===== config.mk =====
export PLATFORM = sky130hd
export DESIGN_NAME = stepdiag_top
export DESIGN_NICKNAME = d
export VERILOG_FILES = /design/src/rtl/stepdiag_pkg.sv /design/src/rtl/stepdiag_bridge.sv /design/src/rtl/stepdiag_top.sv
export SDC_FILE = /design/constraint.sdc
export NUM_CORES = 1
export LEC_CHECK = 0
export CAP_MARGIN = 25
export CORE_MARGIN = 3
export CORE_UTILIZATION = 35
export DETAILED_ROUTE_END_ITERATION = 12
export GPL_TIMING_DRIVEN = 0
export PLACE_DENSITY = 0.62
export SETUP_SLACK_MARGIN = 0.3
export SYNTH_ARGS = -nofsm -noshare
export SYNTH_HDL_FRONTEND = slang
export SYNTH_SLANG_ARGS = --single-unit

===== constraint.sdc =====
create_clock -name clk -period 1.8 [get_ports clk]
set_clock_uncertainty 0.05 [all_clocks]
set_input_delay 0.36 -clock clk [delete_from_list [all_inputs] [get_ports clk]]
set_output_delay 0.36 -clock clk [all_outputs]
set_load 0.005 [all_outputs]

===== src/rtl/stepdiag_pkg.sv =====
package stepdiag_pkg;

    // Gathered fault classes for one readout period
    typedef struct packed {
        logic ot;    // over-temperature pre-alarm
        logic src;   // source-side overload
        logic snk;   // sink overload right after turn-on
        logic nofb;  // flyback pulse absent
    } flags_t;

    // Active-low code, priority ot > src > (snk | nofb)
    function automatic logic [1:0] encode_flags(flags_t f);
        logic [1:0] c;
        if (f.ot)                c = 2'b00;
        else if (f.src)          c = 2'b10;
        else if (f.snk | f.nofb) c = 2'b01;
        else                     c = 2'b11;
        return c;
    endfunction

endpackage


===== src/rtl/stepdiag_bridge.sv =====
module stepdiag_bridge #(
    parameter int WIN_W    = 8,
    parameter int SINK_WIN = 4
) (
    input  logic             clk,
    input  logic             rst_n,
    input  logic             on_i,
    input  logic             src_oc_i,
    input  logic             sink_oc_i,
    input  logic             fb_strobe_i,
    input  logic             phase_rev_i,
    input  logic             hold_i,
    input  logic [WIN_W-1:0] fb_window_i,
    output logic             src_ev_o,
    output logic             sink_ev_o,
    output logic             miss_ev_o
);

    localparam int SW_W = $clog2(SINK_WIN + 1);
    localparam logic [SW_W-1:0] SINK_LOAD = SW_W'(SINK_WIN - 1);

    typedef struct packed {
        logic             on_prev;
        logic             src_seen;
        logic             armed;
        logic [WIN_W-1:0] cnt;
        logic [SW_W-1:0]  sink_cnt;
    } bst_t;

    bst_t st_d, st_q;
    logic rise, fall, sink_open, masked, blank, miss;

    always_comb begin
        st_d      = st_q;
        rise      = on_i & ~st_q.on_prev;
        fall      = ~on_i & st_q.on_prev;
        sink_open = on_i & (rise | (st_q.sink_cnt != '0));
        masked    = st_q.src_seen | src_oc_i;
        blank     = phase_rev_i & hold_i;
        miss      = 1'b0;

        st_d.on_prev = on_i;

        // sink window after turn-on
        if (rise)                     st_d.sink_cnt = SINK_LOAD;
        else if (st_q.sink_cnt != '0) st_d.sink_cnt = st_q.sink_cnt - 1'b1;

        // source overload seen during this on-period
        if (rise)          st_d.src_seen = src_oc_i;
        else if (src_oc_i) st_d.src_seen = 1'b1;

        // flyback window countdown
        if (st_q.armed) begin
            if (fb_strobe_i) begin
                st_d.armed = 1'b0;
            end else if (st_q.cnt == WIN_W'(1)) begin
                miss       = 1'b1;
                st_d.armed = 1'b0;
            end else begin
                st_d.cnt = st_q.cnt - 1'b1;
            end
        end

        // a new turn-off restarts or cancels the check
        if (fall) begin
            if (!blank && !masked && (fb_window_i != '0)) begin
                st_d.armed = 1'b1;
                st_d.cnt   = fb_window_i;
            end else begin
                st_d.armed = 1'b0;
            end
        end
    end

    always_ff @(posedge clk or negedge rst_n) begin
        if (!rst_n) st_q <= '0;
        else        st_q <= st_d;
    end

    assign src_ev_o  = src_oc_i;
    assign sink_ev_o = sink_oc_i & sink_open;
    assign miss_ev_o = miss;

    // an unblanked, unmasked turn-off loads the window
    p_arm_on_fall_r5: assert property (@(posedge clk) disable iff (!rst_n)
        (st_q.on_prev && !on_i && !(phase_rev_i && hold_i) && !st_q.src_seen
         && !src_oc_i && fb_window_i != '0)
        |=> (st_q.armed && st_q.cnt == $past(fb_window_i)));

    // reversal at hold current leaves no check running
    p_blank_rev_hold_r6: assert property (@(posedge clk) disable iff (!rst_n)
        (st_q.on_prev && !on_i && phase_rev_i && hold_i) |=> !st_q.armed);

    // source overload in the on-period cancels the check
    p_src_mask_r7: assert property (@(posedge clk) disable iff (!rst_n)
        (st_q.on_prev && !on_i && src_oc_i) |=> !st_q.armed);

    // zero window never arms
    p_zero_window_r10: assert property (@(posedge clk) disable iff (!rst_n)
        (st_q.on_prev && !on_i && fb_window_i == '0) |=> !st_q.armed);

endmodule


===== src/rtl/stepdiag_top.sv =====
module stepdiag_top
    import stepdiag_pkg::*;
#(
    parameter int NB       = 2,
    parameter int WIN_W    = 8,
    parameter int SINK_WIN = 4
) (
    input  logic             clk,
    input  logic             rst_n,
    input  logic [NB-1:0]    bridge_on,
    input  logic [NB-1:0]    src_oc,
    input  logic [NB-1:0]    sink_oc,
    input  logic [NB-1:0]    fb_strobe,
    input  logic [NB-1:0]    phase_rev,
    input  logic [NB-1:0]    hold_rng,
    input  logic             ot_warn,
    input  logic [WIN_W-1:0] fb_window,
    input  logic             frame_start,
    output logic [1:0]       err_n
);

    typedef struct packed {
        flags_t     sticky;
        logic [1:0] code;
    } tst_t;

    logic [NB-1:0] src_ev, sink_ev, miss_ev;
    flags_t        ev;
    tst_t          st_d, st_q;

    for (genvar b = 0; b < NB; b++) begin : g_bridge
        stepdiag_bridge #(
            .WIN_W    (WIN_W),
            .SINK_WIN (SINK_WIN)
        ) u_bridge (
            .clk         (clk),
            .rst_n       (rst_n),
            .on_i        (bridge_on[b]),
            .src_oc_i    (src_oc[b]),
            .sink_oc_i   (sink_oc[b]),
            .fb_strobe_i (fb_strobe[b]),
            .phase_rev_i (phase_rev[b]),
            .hold_i      (hold_rng[b]),
            .fb_window_i (fb_window),
            .src_ev_o    (src_ev[b]),
            .sink_ev_o   (sink_ev[b]),
            .miss_ev_o   (miss_ev[b])
        );
    end

    always_comb begin
        ev.ot   = ot_warn;
        ev.src  = |src_ev;
        ev.snk  = |sink_ev;
        ev.nofb = |miss_ev;

        st_d = st_q;
        if (frame_start) begin
            st_d.code   = encode_flags(st_q.sticky);
            st_d.sticky = ev;
        end else begin
            st_d.sticky = st_q.sticky | ev;
        end
    end

    always_ff @(posedge clk or negedge rst_n) begin
        if (!rst_n) begin
            st_q.sticky <= '0;
            st_q.code   <= 2'b11;
        end else begin
            st_q <= st_d;
        end
    end

    assign err_n = st_q.code;

    // code only moves on a readout
    p_hold_between_reads_r8: assert property (@(posedge clk) disable iff (!rst_n)
        !frame_start |=> $stable(err_n));

    // a readout with no new fault leaves the flags empty
    p_clear_on_read_r8: assert property (@(posedge clk) disable iff (!rst_n)
        (frame_start && !ot_warn && src_ev == '0 && sink_ev == '0 && miss_ev == '0)
        |=> st_q.sticky == '0);

    // over-temperature wins whatever else was gathered
    p_ot_priority_r2: assert property (@(posedge clk) disable iff (!rst_n)
        (frame_start && st_q.sticky.ot) |=> err_n == 2'b00);

    // the code is never left undefined
    p_code_known_r1: assert property (@(posedge clk) disable iff (!rst_n)
        !$isunknown(err_n));

endmodule


==> metrics.md, run 1 <==
| Metric | Value |
|---|---|
| Status | finished clean |
| Num CTS Buffers | 5 |
| Slowest CP cell | or4_4 |
| Detailed-route vias per instance | around 5 |
| Commonest cells after routing, fill and taps aside | dfrtp_1 (31), nand2_1 (21), buf_4 (19) |
| GRT met1 Usage | a little under a fifth |
| Largest net degree at the start of global routing | 35 |
| Area occupied by registers | 854.6 sq um |
| Cells after synthesis | around 200 |
| Reg2reg start | g_bridge[1].u_bridge.st_q[4] |
| Post-synth EDFFs | 0 |
| GP Congestion | 0.8018 |
| Final slew viol count | 0 |
| Largest cells by area after synthesis | dfrtp_1 (42%), ha_1 (5.3%), nand2_1 (4.2%) |
| Share of layout cells above drive strength 1 | between 30% and 40% |
| CP Class | in2reg |
| Reg2Reg Setup Slack | 280 ps |
| Worst Path Buf+Inv | 2 |
| Largest family of logic cells by synthesized area | simple AND/OR/NAND/NOR gates |
| DRC Markers | 0 |
| Die area | 6327 sq um |
| Seq/Total Area, Yosys | a little under half |
| GR peak layer | met2 |
| Initial antenna violation count | 0 |
| Max cap viols | 0 |
| Min Hold Slack | 80.19 ps |
| Root Buffer | clkbuf_8 |
| Final Critical Period | around 1600 ps |
| Area fraction in compound gates after synthesis | between 10 and 15% |
| RSZ-0062 raised after global routing | yes |
| Met2 usage | ~25% |
| # rows | 26 |
| Multiplexer share of the synthesized area | between 3 and 4% |
| Gr ovfl total | 0 |
| CP max stage delay | 570 ps |
| Fmax | 632.7 MHz |
| Worst EP arrival | between 1500 and 2000 ps |
| Maximum vdd drop | 457.2 uV |
| GRT Total Usage | about 15% |
| Leakage power | approximately 1.2 nW |
| Multi-input gate area | 1132 sq um |
| Ant. Diodes | 0 |
| Ys flop type | dfrtp_1 |
| Average size of a mapped cell | just under 10 sq um |
| Core Footprint | approximately 5200 sq um |
| Synthesized flop and latch total | 34 |
| Synth cell types | 42 |
| Max FO, Critical Path | 7 |
| Critical Path, Cell by Cell | buf_8, or4_4, o211ai_4, buf_6, nor2_4, a31oi_1 |
| Met3 usage | around 3.4% |
| Final Cell Area | about 2700 sq um |
| Post-Synth XOR/XNOR Area | under 10% |
| DP Area | around 2200 sq um |
| Initial Utilization | a little over a third |
| WL/cell | between 10 and 15 microns |
| Worst reg2reg path depth | 6 |
| Buffers on Ports | 25 |
| Fin nets | between 200 and 300 |
| Clock buffer depth | 2 |
| Crit. End Element | flop |
| Clock sink count | 34 |
| Area Growth Syn to Fin | 40.45% |
| Die W | 79.55 microns |
| Hold Crit Class | in2async |
| CTS clock-pin slew for the worst setup and hold paths | approximately 80 ps |
| Fill cell count | between 400 and 500 |
| PwrDens | around 1200 nW/um^2 |
| IO Count | 26 |
| Normalized max-slew margin | approximately 50% |
| Ys async rst share | 100.0% |
| First-pass GRT wire length | 7320 microns |
| CTS tree | built |
| Hold Vio Cnt, Final | 0 |
| Post-Synth Adder-Cell Area | between 5 and 6% |
| DR pass1 iterations | 4 |
| CTS H-tree depth | 2 |
| Cell accounting for the most synthesized area | dfrtp_1 |
| Post-Synth Simple-Gate Area | between 20% and 30% |
| Area of the mapped netlist | between 1500 and 2000 sq um |
| Worst skew pair latency | between 200 and 300 ps |
| Hpwl dp | 2981 microns |
| CP required | 1950 ps |
| Crit start category | input pin |
| Vias in the first global route | 1588 |
| Cell family with most CP delay | simple AND/OR/NAND/NOR gates |
| Total Power | approximately 0.0032 W |
| Reg2reg end | g_bridge[1].u_bridge.st_q[7] |
| Final period utilization | between 80% and 90% |
| Synth warnings | 0 |
| Worst-Margin Slew | 756.1 ps |
| Most common cell after layout, fill and taps aside | dfrtp_1 |
| Number of DRC markers in iteration 0 | 85 |
| Detailed Route WL | about 4400 microns |
| Synth top area share | a little over two fifths |
| Die Height | 79.55 microns |
| Post-DRT Antenna Nets | 0 |
| Final setup fails | 0 |
| Post-synthesis net count | approximately 230 |
| Via count | roughly 1600 |
## synth_stat cells, drive strengths merged, types with 2 or more instances
| cell type | n |
|---|---|
| dfrtp | 32 |
| nand2 | 21 |
| nor2 | 21 |
| inv | 14 |
| nand2b | 9 |
| nand3 | 9 |
| a21oi | 8 |
| ha | 8 |
| o21ai | 8 |
| a31oi | 6 |
| xnor2 | 6 |
| buf | 4 |
| mux2i | 4 |
| nor4b | 4 |
| o211ai | 4 |
| a21o | 3 |
| and2 | 3 |
| mux2 | 3 |
| nor2b | 3 |
| nor3 | 3 |
| o31ai | 3 |
| or4 | 3 |
| a21bo | 2 |
| and3 | 2 |
| dfstp | 2 |
| nand3b | 2 |
## kinds of logic after synthesis
family	count (synthesis)
AO/OA/AOI/OAI	39
XOR/XNOR	6
adder cells (fa/ha/maj)	8
buffers and inverters	18
flip-flops	34
multiplexers	7
AND/OR/NAND/NOR	85
## through the flow
stage / worst slack (ps) / TNS, ps / util [%] / std cells
floorplan: 134.6 / 0 / - / 197
global placement: -450.4 / -21330 / 43.32 / 292
detailed placement: -454.4 / -7280 / 43.23 / 292
CTS: 253.8 / 0 / 48.77 / 311
global route: 179.2 / 0 / 51.40 / 318
finish: 219.4 / 0 / 51.40 / 318
## state kept, by name, indices dropped and copies added, names as in the netlist
register / count
st_q: 4
err_n: 2
g_bridge.u_bridge.st_q: 28
## metal layers
layer | share of wire (%) | wire (microns)
met1 | 45 | 1964
met2 | 50 | 2220
met3 | 3.3 | 146
met4 | 1.5 | 65
met5 | 0 | 0
## worst max-delay path by stage
stage                 start                            end  slack, ps  cells past startpoint
2_1_floorplan  fb_window[5]   g_bridge[0].u_bridge.st_q[4]        130                      3
3_3_place_gp   fb_window[5]   g_bridge[0].u_bridge.st_q[4]       -450                      4
3_5_place_dp   fb_window[5]   g_bridge[0].u_bridge.st_q[4]       -450                      4
4_1_cts        fb_window[5]  g_bridge[1].u_bridge.st_q[10]        250                      6
5_1_grt        fb_window[2]  g_bridge[1].u_bridge.st_q[10]        180                      6
6_report       fb_window[2]  g_bridge[1].u_bridge.st_q[10]        220                      6
## where the power goes
group / total [W] / internal [W] / switching (W)
logic: 0.00112 / 0.000608 / 0.000515
registers: 0.00126 / 0.00100 / 0.000256
clock network: 0.000850 / 0.000555 / 0.000295
## layout make-up
| type | count | share of cell area (%) |
|---|---|---|
| Sequential cell | 34 | 32.14 |
| Inverter | 14 | 1.976 |
| Clock buffer | 5 | 2.588 |
| Buffer | 4 | 1.412 |
| Timing Repair Buffer | 43 | 13.41 |
| Tap cell | 70 | 3.294 |
| Multi-Input combinational cell | 145 | 42.59 |
| Clock inverter | 3 | 2.588 |
## timing repair
action / CTS / global route
setup endpoints to repair: 21 / 17
cloned: 1 / 1
hold buffers: 0 / 0
buffers inserted: 10 / 6
pin swaps: 10 / 13
resized for setup: 64 / 26
No activity file was read; power rests on OpenSTA's default activity.
==> run 2: changes to the inputs <==
--- a/config.mk
+++ b/config.mk
@@ -14,4 +14,5 @@
 export SETUP_SLACK_MARGIN = 0.3
 export SYNTH_ARGS = -nofsm -noshare
 export SYNTH_HDL_FRONTEND = slang
+export SYNTH_HIERARCHICAL = 1
 export SYNTH_SLANG_ARGS = --single-unit
==> run 2 against run 1 <==
Against the previous run:
- cell count grew 0.63%
- critical path depth decreased by 1
- sequential power about the same
- clock-buffer cell count increased by 2
- utilization decreased by 1.7 points
- largest power group unchanged
- non-clock buffer count fell by 3
- critical path type is now reg2reg
- routed wire length increased by 9.4%
- via count grew 5.8%
==> metrics.md, run 2 <==
| Metric | Value |
|---|---|
| Status | finished clean |
| GP Congestion | 0.7870 (-1.8%) |
| Ys async rst share | 100.0% (unchanged) |
| Switching part of the total | 34.82% (+1.8 points) |
| Int Pwr | 0.001838 W (-15%) |
| First-pass GRT wire length | 8100 microns (+11%) |
| Synth cell types | 38 (-9.5%) |
| Clk network pwr share | 20.8% (-5.5 points) |
| Hpwl dp | 3100 microns (+4.0%) |
| RSZ-0062 raised after global routing | yes |
| Reg2Reg Setup Slack | 120 ps (-160 ps) |
| Final period utilization | 93.56% (+5.7 points) |
| Fill cell count | 500 (+3.5%) |
| Normalized max-slew margin | 47.83% (-1.8 points) |
| Synth top cells by count | dfrtp_1 (32), nor2_1 (28), nand2_1 (20) |
| DRC Markers | 0 (unchanged) |
| IO Count | 26 (unchanged) |
| Seq pwr share | 44.5% (+5.6 points) |
| # rows | 26 (unchanged) |
| Die area | 6385 sq um (+0.91%) |
| DR pass1 iterations | 4 (unchanged) |
| CP Capture Point | g_bridge[1].u_bridge/st_q[9] |
| Initial Utilization | 36.73% (+0.13 points) |
| Core Footprint | 5205 sq um (+0.63%) |
| CP Class | reg2reg |
| Worst-Margin Slew | 782.5 ps (+26.36 ps) |
| Area Growth Syn to Fin | 35.27% |
| Final Cell Area | 2586 sq um (-2.7%) |
| Die Height | 79.91 microns (+0.45%) |
| Ys flop type | dfrtp_1 |
| Leakage power | 1.102 nW (-8.9%) |
| Clock buffer depth | 2 (unchanged) |
| Commonest cells after routing, fill and taps aside | dfrtp_1 (30), nor2_1 (25), nand2_1 (18) |
| Multi-input gate area | 1130 sq um (-0.22%) |
| Via count | 1668 (+5.8%) |
| Synth warnings | 6 (+6) |
| Crit start category | flop |
| Worst EP arrival | 1840 ps (+110 ps) |
| Largest net degree at the start of global routing | 35 (unchanged) |
| Critical path origin | g_bridge[1].u_bridge/st_q[3] |
| Cells after synthesis | 202 (+2.5%) |
| Post-DRT Antenna Nets | 0 (unchanged) |
| Die W | 79.91 microns (+0.45%) |
| Area of the mapped netlist | 1912 sq um (+0.99%) |
| Average size of a mapped cell | 9.465 sq um (-1.5%) |
| Area occupied by registers | 855.8 sq um (+0.15%) |
| Fin nets | 281 (+0.72%) |
| Reg with most FFs | g_bridge.u_bridge/st_q |
| Fmax | 593.8 MHz (-6.1%) |
| Most common cell after layout, fill and taps aside | dfrtp_1 |
| Final Critical Period | 1684 ps (+103.5 ps) |
| Max cap viols | 0 (unchanged) |
| Buffers on Ports | 25 (unchanged) |
| Worst reg2reg path depth | 5 (-1) |
| Crit. End Element | flop |
| CP required | 1960 ps (about the same) |
| Placed cells | 297 (+1.7%) |
| CTS tree | built |
| Ant. Diodes | 0 (unchanged) |
| CTS clock-pin slew for the worst setup and hold paths | 70 ps (about the same) |
| Post-synthesis net count | 234 (+2.2%) |
| Layout Cells excl Fill | 320 (+0.63%) |
| Final setup fails | 0 (unchanged) |
| CTS H-tree depth | 2 (unchanged) |
| Net switching power | 0.0009819 W (-7.9%) |
| Initial antenna violation count | 0 (unchanged) |
| Post-CTS Hold Buffers | 0 (unchanged) |
| Most common cell in the synthesized netlist | dfrtp_1 |
| Hold Vio Cnt, Final | 0 (unchanged) |
| Hold Crit Class | in2async |
| Synthesized flop and latch total | 34 (unchanged) |
| Post-synth EDFFs | 0 (unchanged) |
| Clock sink count | 34 (unchanged) |
| Max FO, Critical Path | 4 (-3) |
| Max reg flops | 28 (unchanged) |
| Gate power share | 34.7% (about the same) |
| Cell accounting for the most synthesized area | dfrtp_1 |
| Final slew viol count | 0 (unchanged) |
| DP Area | 2245 sq um (+0.39%) |
| Share of layout cells above drive strength 1 | 27.20% (-4.7 points) |
| Reg2reg start | g_bridge[1].u_bridge/st_q[3] |
| Maximum vdd drop | 487.6 uV (+6.7%) |
| Detailed Route WL | 4810 microns (+9.4%) |
| Worst skew pair latency | 280 ps (about the same) |
| Gr ovfl total | 0 (unchanged) |
| Root Buffer | clkbuf_8 |
| Num CTS Buffers | 5 (unchanged) |
| Number of DRC markers in iteration 0 | 100 (+18%) |
| WL/cell | 15.03 microns (+8.7%) |
| Vias in the first global route | 1694 (+6.7%) |
| Reg2reg end | g_bridge[1].u_bridge/st_q[9] |
| PwrDens | 1090 nW/um^2 (-10%) |
| Synth top area share | 41.88% (-0.42 points) |
| GRT Total Usage | 16.45% (+1.6 points) |
| Detailed-route vias per instance | 5.213 (+5.1%) |
| Seq/Total Area, Yosys | 44.63% (-0.44 points) |
| Largest cells by area after synthesis | dfrtp_1 (42%), nor2_1 (5.5%), ha_1 (5.2%) |
[run 2: changes by cell type after synthesis, sizes merged, moves of 3 or more]
cell and change:
nand3 -7, nor2 +7, nor4 +7, a31oi +4
mux2i -4, xor2 +4, inv -3, nor3 -3
[run 2: critical path, stage by stage (launching register included)]
cell	delay, ps
dfrtp_2	440
inv_1	70
ha_1	160
nand3b_1	160
or4_1	560
a31oi_1	170
[run 2: worst min path at each step]
stage,from,end,slack [ps],depth (start not counted)
2_1_floorplan,rst_n,g_bridge[0].u_bridge/st_q[0],10,0
3_3_place_gp,st_q[5],err_n[0],380,1
3_5_place_dp,st_q[5],err_n[0],380,1
4_1_cts,rst_n,st_q[5],130,1
5_1_grt,rst_n,g_bridge[1].u_bridge/st_q[1],150,1
6_report,rst_n,g_bridge[1].u_bridge/st_q[1],90,1
[run 2: layout make-up]
| class | count | share of cell area (%) |
|---|---|---|
| Sequential cell | 34 | 33.09 |
| Multi-Input combinational cell | 153 | 43.69 |
| Timing Repair Buffer | 38 | 12.68 |
| Clock inverter | 1 | 0.1935 |
| Buffer | 6 | 2.032 |
| Clock buffer | 7 | 3.338 |
| Tap cell | 70 | 3.387 |
| Inverter | 11 | 1.597 |
[run 2: stage by stage]
step | TNS (ps) | hold WS (ps) | setup WS [ps] | util [%] | power [W]
after floorplan | 0 | 14.41 | 143.6 | - | 0.001785
after global placement | -21250 | 379.1 | -452.9 | 43.22 | 0.001996
after detailed placement | -6768 | 382.2 | -425.7 | 43.13 | 0.002023
after CTS | 0 | 128.4 | 121.1 | 48.13 | 0.002743
after global routing | -3.656 | 152.2 | -3.656 | 49.69 | 0.003059
final | 0 | 93.59 | 116.0 | 49.69 | 0.002820
[run 2: repair_timing]
item,CTS,global route
buffers inserted,9,2
endpoints found under the setup margin,22,20
gates cloned,4,0
gates resized for setup,40,20
pin swaps,14,5
[run 2: logic make-up after synthesis]
kind of cell               after synthesis  share of synthesized area, %
buffers and inverters                   17                         4.908
DFF                                     34                         44.63
xor gates and xnor gates                 8                         3.665
adders and majority gates                8                         5.236
muxes                                    2                         1.178
AOI/OAI and AO/OA                       45                         15.77
and+or+nand+nor                         88                         24.61
[run 2: power groups by stage]
stage	logic [W]	registers (W)	clock network, W
after floorplan	0.000608	0.00118	0
after global placement	0.000767	0.00123	0
after detailed placement	0.000786	0.00124	0
final	0.000979	0.00126	0.000586
after CTS	0.000913	0.00122	0.000613
after global routing	0.00112	0.00129	0.000648
[run 2: metal layers]
metal / track usage, % / share of wire [%] / up-vias
met1: 21.74 / 47 / 795
met3: 4.515 / 5.9 / 8
met2: 25.50 / 46 / 52
met5: 0 / 0 / -
met4: 6.250 / 1.5 / 0
li1: - / - / 813
==> run 3: changes to the inputs <==
--- a/config.mk
+++ b/config.mk
@@ -8,6 +8,7 @@
 export CAP_MARGIN = 25
 export CORE_MARGIN = 3
 export CORE_UTILIZATION = 35
+export CTS_CLUSTER_SIZE = 25
 export DETAILED_ROUTE_END_ITERATION = 12
 export GPL_TIMING_DRIVEN = 0
 export PLACE_DENSITY = 0.62
==> results of run 3 <==
No change in the layout: final DEF, timing and power equal those of run 2.
